===== src/rtl/srg_pkg.sv =====
// Package: shared constants, types and helpers for the dual sample rate
// generator. Assumes two generators and four channels, with control-word
// bit positions fixed by the register decoder that sits next to this block.
package srg_pkg;

    localparam int unsigned N_GEN      = 2;
    localparam int unsigned N_CHAN     = 4;
    localparam int unsigned NUM_W      = 4;
    localparam int unsigned SCALED_GEN = 1;

    // Channel indices used for every per-channel vector in the block.
    localparam int unsigned CH_ADC_L = 0;
    localparam int unsigned CH_ADC_R = 1;
    localparam int unsigned CH_DAC_L = 2;
    localparam int unsigned CH_DAC_R = 3;

    // Control-word bit that selects the generator, per channel index.
    localparam int unsigned SEL_POS [N_CHAN] = '{8, 0, 10, 2};

    // Control-word bits that scale the second generator.
    localparam int unsigned MUL8_POS  = 5;
    localparam int unsigned MUL10_POS = 6;

    typedef enum logic [1:0] {
        MUL_UNITY = 2'd0,
        MUL_8_7   = 2'd1,
        MUL_10_7  = 2'd2
    } mult_e;

    // Decode the raw scaling field {bit6, bit5}; bit 5 wins when both are set.
    function automatic mult_e decode_mult(input logic [1:0] raw);
        if (raw[0])      return MUL_8_7;
        else if (raw[1]) return MUL_10_7;
        else             return MUL_UNITY;
    endfunction

    // Numerator applied against the common denominator of 7.
    function automatic logic [NUM_W-1:0] mult_num(input mult_e m);
        case (m)
            MUL_8_7:  return NUM_W'(8);
            MUL_10_7: return NUM_W'(10);
            default:  return NUM_W'(7);
        endcase
    endfunction

endpackage


===== src/rtl/srg_ctrl_regs.sv =====
// Module: holds the two rate registers and the control word, and raises the
// accumulator clear for each generator. Assumes one write per register per
// cycle; writes land on the rising edge that samples the enable.
module srg_ctrl_regs
    import srg_pkg::*;
#(
    parameter int unsigned RATE_W     = 16,
    parameter int unsigned CTRL_W     = 16,
    parameter int unsigned RESET_RATE = 48000
) (
    input  logic                    clk,
    input  logic                    rst_n,
    input  logic [N_GEN-1:0]        rate_we,
    input  logic [RATE_W-1:0]       rate_wdata [N_GEN],
    input  logic                    ctrl_we,
    input  logic [CTRL_W-1:0]       ctrl_wdata,
    output logic [RATE_W-1:0]       rate_q [N_GEN],
    output logic [N_CHAN-1:0]       sel_q,
    output logic [1:0]              mult_raw_q,
    output mult_e                   mult_mode,
    output logic [N_GEN-1:0]        acc_clr
);

    logic [N_CHAN-1:0] sel_next;
    logic [1:0]        mult_next;
    logic              mult_change;

    // Pick the per-channel selection bits out of the incoming control word.
    for (genvar c = 0; c < N_CHAN; c++) begin : g_sel_bits
        assign sel_next[c] = ctrl_wdata[SEL_POS[c]];
    end

    assign mult_next   = {ctrl_wdata[MUL10_POS], ctrl_wdata[MUL8_POS]};
    assign mult_change = ctrl_we && (mult_next != mult_raw_q);

    // One rate register per generator, loaded on its own write enable.
    for (genvar g = 0; g < N_GEN; g++) begin : g_rate
        always_ff @(posedge clk) begin
            if (!rst_n) begin
                rate_q[g] <= RATE_W'(RESET_RATE);
            end else if (rate_we[g]) begin
                rate_q[g] <= rate_wdata[g];
            end
        end

        // Clear request: rate write, plus a scaling change for the scaled generator.
        if (g == SCALED_GEN) begin : g_clr_scaled
            assign acc_clr[g] = rate_we[g] | mult_change;
        end else begin : g_clr_plain
            assign acc_clr[g] = rate_we[g];
        end
    end

    // Control word fields: channel mapping and scaling selection.
    always_ff @(posedge clk) begin
        if (!rst_n) begin
            sel_q      <= '0;
            mult_raw_q <= '0;
        end else if (ctrl_we) begin
            sel_q      <= sel_next;
            mult_raw_q <= mult_next;
        end
    end

    // Registered scaling field decoded to the mode enum.
    always_comb begin
        mult_mode = decode_mult(mult_raw_q);
    end

endmodule


===== src/rtl/srg_phase_acc.sv =====
// Module: one phase-accumulating rate generator. On each frame tick it adds
// rate*num and strobes when the sum reaches MODULUS. Assumes
// rate*num <= MODULUS, so at most one strobe per tick. A clear request
// overrides a tick in the same cycle.
module srg_phase_acc #(
    parameter int unsigned RATE_W  = 16,
    parameter int unsigned NUM_W   = 4,
    parameter int unsigned MODULUS = 336000,
    localparam int unsigned STEP_W = RATE_W + NUM_W,
    localparam int unsigned ACC_W  = $clog2(MODULUS + (2 ** STEP_W))
) (
    input  logic              clk,
    input  logic              rst_n,
    input  logic              tick,
    input  logic              clr,
    input  logic [RATE_W-1:0] rate,
    input  logic [NUM_W-1:0]  num,
    output logic              stb
);

    localparam logic [ACC_W-1:0] MOD_V = ACC_W'(MODULUS);

    logic [STEP_W-1:0] step;
    logic [ACC_W-1:0]  acc_q;
    logic [ACC_W-1:0]  sum;
    logic              wrap;

    // Phase increment and candidate sum for this frame.
    always_comb begin
        step = STEP_W'(rate) * STEP_W'(num);
        sum  = acc_q + ACC_W'(step);
        wrap = (sum >= MOD_V);
    end

    // Accumulator update and one-cycle strobe per wrapped frame.
    always_ff @(posedge clk) begin
        if (!rst_n) begin
            acc_q <= '0;
            stb   <= 1'b0;
        end else if (clr) begin
            acc_q <= '0;
            stb   <= 1'b0;
        end else if (tick) begin
            acc_q <= wrap ? (sum - MOD_V) : sum;
            stb   <= wrap;
        end else begin
            stb   <= 1'b0;
        end
    end

endmodule


===== src/rtl/srg_chan_router.sv =====
// Module: steers generator strobes to channel strobes according to the
// per-channel selection bit. Assumes exactly two generators (one select bit).
module srg_chan_router #(
    parameter int unsigned N_CHAN = 4,
    parameter int unsigned N_GEN  = 2
) (
    input  logic [N_GEN-1:0]  gen_stb,
    input  logic [N_CHAN-1:0] sel,
    output logic [N_CHAN-1:0] chan_stb
);

    // Each channel follows the generator its select bit names.
    for (genvar c = 0; c < N_CHAN; c++) begin : g_route
        assign chan_stb[c] = sel[c] ? gen_stb[N_GEN-1] : gen_stb[0];
    end

endmodule


===== src/rtl/dual_srate_gen.sv =====
// Module: top of the dual sample rate generator. It ties together the
// register store, two phase accumulators (the second one scalable) and the
// channel router. Assumes frame_tick is a one-cycle pulse per serial frame
// and that programmed rates, after scaling, lie within 7000..48000 Hz.
module dual_srate_gen
    import srg_pkg::*;
#(
    parameter int unsigned RATE_W   = 16,
    parameter int unsigned CTRL_W   = 16,
    parameter int unsigned FRAME_HZ = 48000,
    parameter int unsigned BASE_DEN = 7,
    localparam int unsigned MODULUS = FRAME_HZ * BASE_DEN
) (
    input  logic              clk,
    input  logic              rst_n,
    input  logic              frame_tick,
    input  logic              rate0_we,
    input  logic [RATE_W-1:0] rate0_wdata,
    input  logic              rate1_we,
    input  logic [RATE_W-1:0] rate1_wdata,
    input  logic              ctrl_we,
    input  logic [CTRL_W-1:0] ctrl_wdata,
    output logic              adc_l_stb,
    output logic              adc_r_stb,
    output logic              dac_l_stb,
    output logic              dac_r_stb
);

    logic [N_GEN-1:0]  rate_we;
    logic [RATE_W-1:0] rate_wdata [N_GEN];
    logic [RATE_W-1:0] rate_q     [N_GEN];
    logic [N_CHAN-1:0] sel_q;
    logic [1:0]        mult_raw_q;
    mult_e             mult_mode;
    logic [N_GEN-1:0]  acc_clr;
    logic [N_GEN-1:0]  gen_stb;
    logic [N_CHAN-1:0] chan_stb;

    // Gather the per-generator write ports into arrays.
    always_comb begin
        rate_we       = {rate1_we, rate0_we};
        rate_wdata[0] = rate0_wdata;
        rate_wdata[1] = rate1_wdata;
    end

    srg_ctrl_regs #(
        .RATE_W     (RATE_W),
        .CTRL_W     (CTRL_W),
        .RESET_RATE (FRAME_HZ)
    ) u_regs (
        .clk        (clk),
        .rst_n      (rst_n),
        .rate_we    (rate_we),
        .rate_wdata (rate_wdata),
        .ctrl_we    (ctrl_we),
        .ctrl_wdata (ctrl_wdata),
        .rate_q     (rate_q),
        .sel_q      (sel_q),
        .mult_raw_q (mult_raw_q),
        .mult_mode  (mult_mode),
        .acc_clr    (acc_clr)
    );

    // One accumulator per generator; only the scaled one sees the mode.
    for (genvar g = 0; g < N_GEN; g++) begin : g_gen
        logic [NUM_W-1:0] num;

        if (g == SCALED_GEN) begin : g_num_scaled
            assign num = mult_num(mult_mode);
        end else begin : g_num_plain
            assign num = mult_num(MUL_UNITY);
        end

        srg_phase_acc #(
            .RATE_W  (RATE_W),
            .NUM_W   (NUM_W),
            .MODULUS (MODULUS)
        ) u_acc (
            .clk   (clk),
            .rst_n (rst_n),
            .tick  (frame_tick),
            .clr   (acc_clr[g]),
            .rate  (rate_q[g]),
            .num   (num),
            .stb   (gen_stb[g])
        );
    end

    srg_chan_router #(
        .N_CHAN (N_CHAN),
        .N_GEN  (N_GEN)
    ) u_route (
        .gen_stb  (gen_stb),
        .sel      (sel_q),
        .chan_stb (chan_stb)
    );

    // Break the channel vector out to named ports.
    always_comb begin
        adc_l_stb = chan_stb[CH_ADC_L];
        adc_r_stb = chan_stb[CH_ADC_R];
        dac_l_stb = chan_stb[CH_DAC_L];
        dac_r_stb = chan_stb[CH_DAC_R];
    end

endmodule


===== config.mk =====
export PLATFORM = sky130hd
export DESIGN_NAME = dual_srate_gen
export DESIGN_NICKNAME = d
export VERILOG_FILES = /design/src/rtl/srg_pkg.sv /design/src/rtl/srg_ctrl_regs.sv /design/src/rtl/srg_phase_acc.sv /design/src/rtl/srg_chan_router.sv /design/src/rtl/dual_srate_gen.sv
export SDC_FILE = /design/constraint.sdc
export NUM_CORES = 1
export LEC_CHECK = 0
export ABC_AREA = 1
export ABC_CLOCK_PERIOD_IN_PS = 7700
export BUFFER_PORTS_ARGS = -buffer_cell sky130_fd_sc_hd__clkbuf_2
export CAP_MARGIN = 20
export CORE_UTILIZATION = 25
export CTS_CLUSTER_DIAMETER = 30
export DETAILED_ROUTE_END_ITERATION = 16
export GPL_ROUTABILITY_DRIVEN = 0
export PLACE_DENSITY = 0.42
export SYNTH_ARGS = -nofsm -noshare
export SYNTH_HDL_FRONTEND = slang
export SYNTH_HIERARCHICAL = 1
export SYNTH_SLANG_ARGS = --single-unit

===== constraint.sdc =====
create_clock -name clk -period 7.7 [get_ports clk]
set_clock_uncertainty 0.05 [all_clocks]
set_input_delay 0.385 -clock clk [delete_from_list [all_inputs] [get_ports clk]]
set_output_delay 0.385 -clock clk [all_outputs]
set_load 0.005 [all_outputs]

==> metrics.yaml <==
hold_path:
  min_to: "u_regs/rate_q[28]"
  holdPathStages: 3
  hold_class: "in -> reg"
  min_from: "rate0_wdata[12]"
cts:
  clk_pin_slew_ps: 80
  cts_buffers: 9
  clock-sinks: 82
  cts_max_level: 3
  cts_tree: "done"
  clk_path_buf_depth: 2
  cts_resized: 0
  cts_hold_buf: 0
  postCtsSetupRepairBufs: 0
  clk_latency_ps: 390
  ctsRootBufferMaster: "clkbuf_16"
sta:
  finalHoldViolCount: 0
  period_share_pct: 75.2
  hold_slack_ps: 170
  setup_tns_ps: 0
  finalMaxSlewViolations: 0
  slew_headroom_pct: 41.2
  fmax_ghz: 0.173
  fin_crit_ps: 5790
  finalSetupViolations: 0
  finalWorstSetupSlack_ps: 1910
  max_slew.worst_pin.slew_ps: 879
  rsz0062_at_grt: "false"
floorplanning:
  die_h_um: 208
  io_pins: 58
  core_area_um2: 41900
  die_w_um: 208
  std_cell_rows: 75
  start_util_pct: 25.3
  die-area_um2: 43300
finish:
  syn_to_final_growth_pct: 9.47
  fin_nets: 1932
  final_core_util_pct: 27.7
  drive_above_1_share_pct: 9.06
  antennaDiodeCount: 0
pwr:
  total_leakage_power_nw: 7.00
  peakVddDrop_v: 0.000250
  p_per_area_nw_per_um2: 438
  power.total_mw: 5.09
worst_setup_path:
  cp_max_fo: 16
  critPathMaxStageDelay_ps: 490
  arrival_ps: 6000
  r2r_slack_ps: 1910
  worstSetupStartpointType: "flip-flop"
  worstRegToRegCells: 28
  r2r_end: "g_gen[1].u_acc/acc_q[8]"
  rr_startpoint: "u_regs/mult_raw_q[1]"
  crit_path_top_delay_cell: "fa_1"
  worstPathRequired_ps: 7910
  crit_top_cell: "inv_1"
  crit_family: "adder cells"
  critical_path_buf_inv_count: 7
  path_class: "reg -> reg"
  end_kind: "flip-flop"
route:
  first_iter_violations: 426
  firstDrtPassIters: 5
  drc: 0
  vias: 9763
  wl_per_cell_um: 13.2
  viasPerCell: 4.30
  ant_nets: 0
  wl_mm: 29.9
global_route:
  grt_pass1_wl_mm: 49.9
  grtUsageTotal_pct: 14.5
  antenna_found_initial: 0
  grt_pass1_vias: 9676
  grt_max_degree: 51
  gr-total-overflow: 0
synthesis:
  syn_area_per_cell_um2: 6.23
  ys.warnings.count: 6
  syn_inst: 1703
  mappedNetlistArea_um2: 10600
placement:
  dp_hpwl_mm: 24.7
  io_buffers: 47
  pre_cts_slack_ps: 1900
outcome:
  status: "completed"
flow_run:
  maxCapViolCount: 0
==> flip-flops by register name, indices dropped and copies added, names as in the netlist <==
signal,cells
g_gen.u_acc/stb,2
g_gen.u_acc/acc_q,42
u_regs/mult_raw_q,2
u_regs/sel_q,4
u_regs/rate_q,32
==> metrics by stage <==
stage          cell area, µm²  instances
5_1_grt                 11600       2271
2_1_floorplan           10600       1705
3_5_place_dp            11300       2255
6_report                11600       2271
4_1_cts                 11600       2271
3_3_place_gp            11300       2255
==> power breakdown <==
part | switching, mW | leakage, nW | internal, mW
combinational | 2.77 | 6.19 | 1.35
clock | 0.219 | 0.135 | 0.232
sequential | 0.0428 | 0.675 | 0.476
total | 3.03 | 7.00 | 2.06
==> worst reg2reg max path: cells and delay by family, from the launching register on <==
family / cells / cell delay [ps]
adder cells (fa/ha/maj): 6 / 2270
AND/OR/NAND/NOR: 13 / 1800
AO/OA/AOI/OAI: 1 / 70
buffers and inverters: 7 / 720
flip-flops: 1 / 350
XOR/XNOR: 1 / 430
==> area by class of cell <==
cell class                 count  area, µm²
timing repair buffer          50        258
tap                          539        674
clock buffer                  12        246
multi-input combinational   1197       7300
fill                        4722      30300
sequential                    82       1640
inverter                     387       1450
clock inverter                 4       36.3
==> routing by layer <==
| metal | up-vias | share of wire [%] | track usage [%] |
|---|---|---|---|
| met2 | 130 | 48 | 25.5 |
| li1 | 5121 | - | - |
| met4 | 0 | 1.6 | 3.60 |
| met3 | 26 | 3.0 | 2.40 |
| met5 | - | 0 | 0 |
| met1 | 4486 | 48 | 18.4 |
==> layout by cell type (no fill, tap or decap), drive strengths merged <==
master and count:
ha 61, o21ai 43, nand2 579, fa 90
o21bai 1, nand3b 6, inv 384, xor2 20
nand4 12, nor2 156, nor4 1, xnor2 9
clkbuf 59, nor3 12, or2 1, clkinv 6
o211ai 1, clkinvlp 1, a31oi 1, conb 4
nand3 135, buf 3, dfxtp 82, and2 1
a21oi 64
==> worst max path at each step <==
stage | start | endpoint | slack, ps | depth (start not counted)
2_1_floorplan | u_regs/mult_raw_q[1] | g_gen[1].u_acc/acc_q[15] | 2510 | 32
3_5_place_dp | u_regs/mult_raw_q[1] | g_gen[1].u_acc/acc_q[8] | 1900 | 28
4_1_cts | u_regs/mult_raw_q[1] | g_gen[1].u_acc/acc_q[8] | 1890 | 28
6_report | u_regs/mult_raw_q[1] | g_gen[1].u_acc/acc_q[8] | 1910 | 28
3_3_place_gp | u_regs/mult_raw_q[1] | g_gen[1].u_acc/acc_q[8] | 1880 | 28
5_1_grt | u_regs/mult_raw_q[1] | g_gen[1].u_acc/acc_q[8] | 1430 | 28
(Power assumes the default switching activity.)
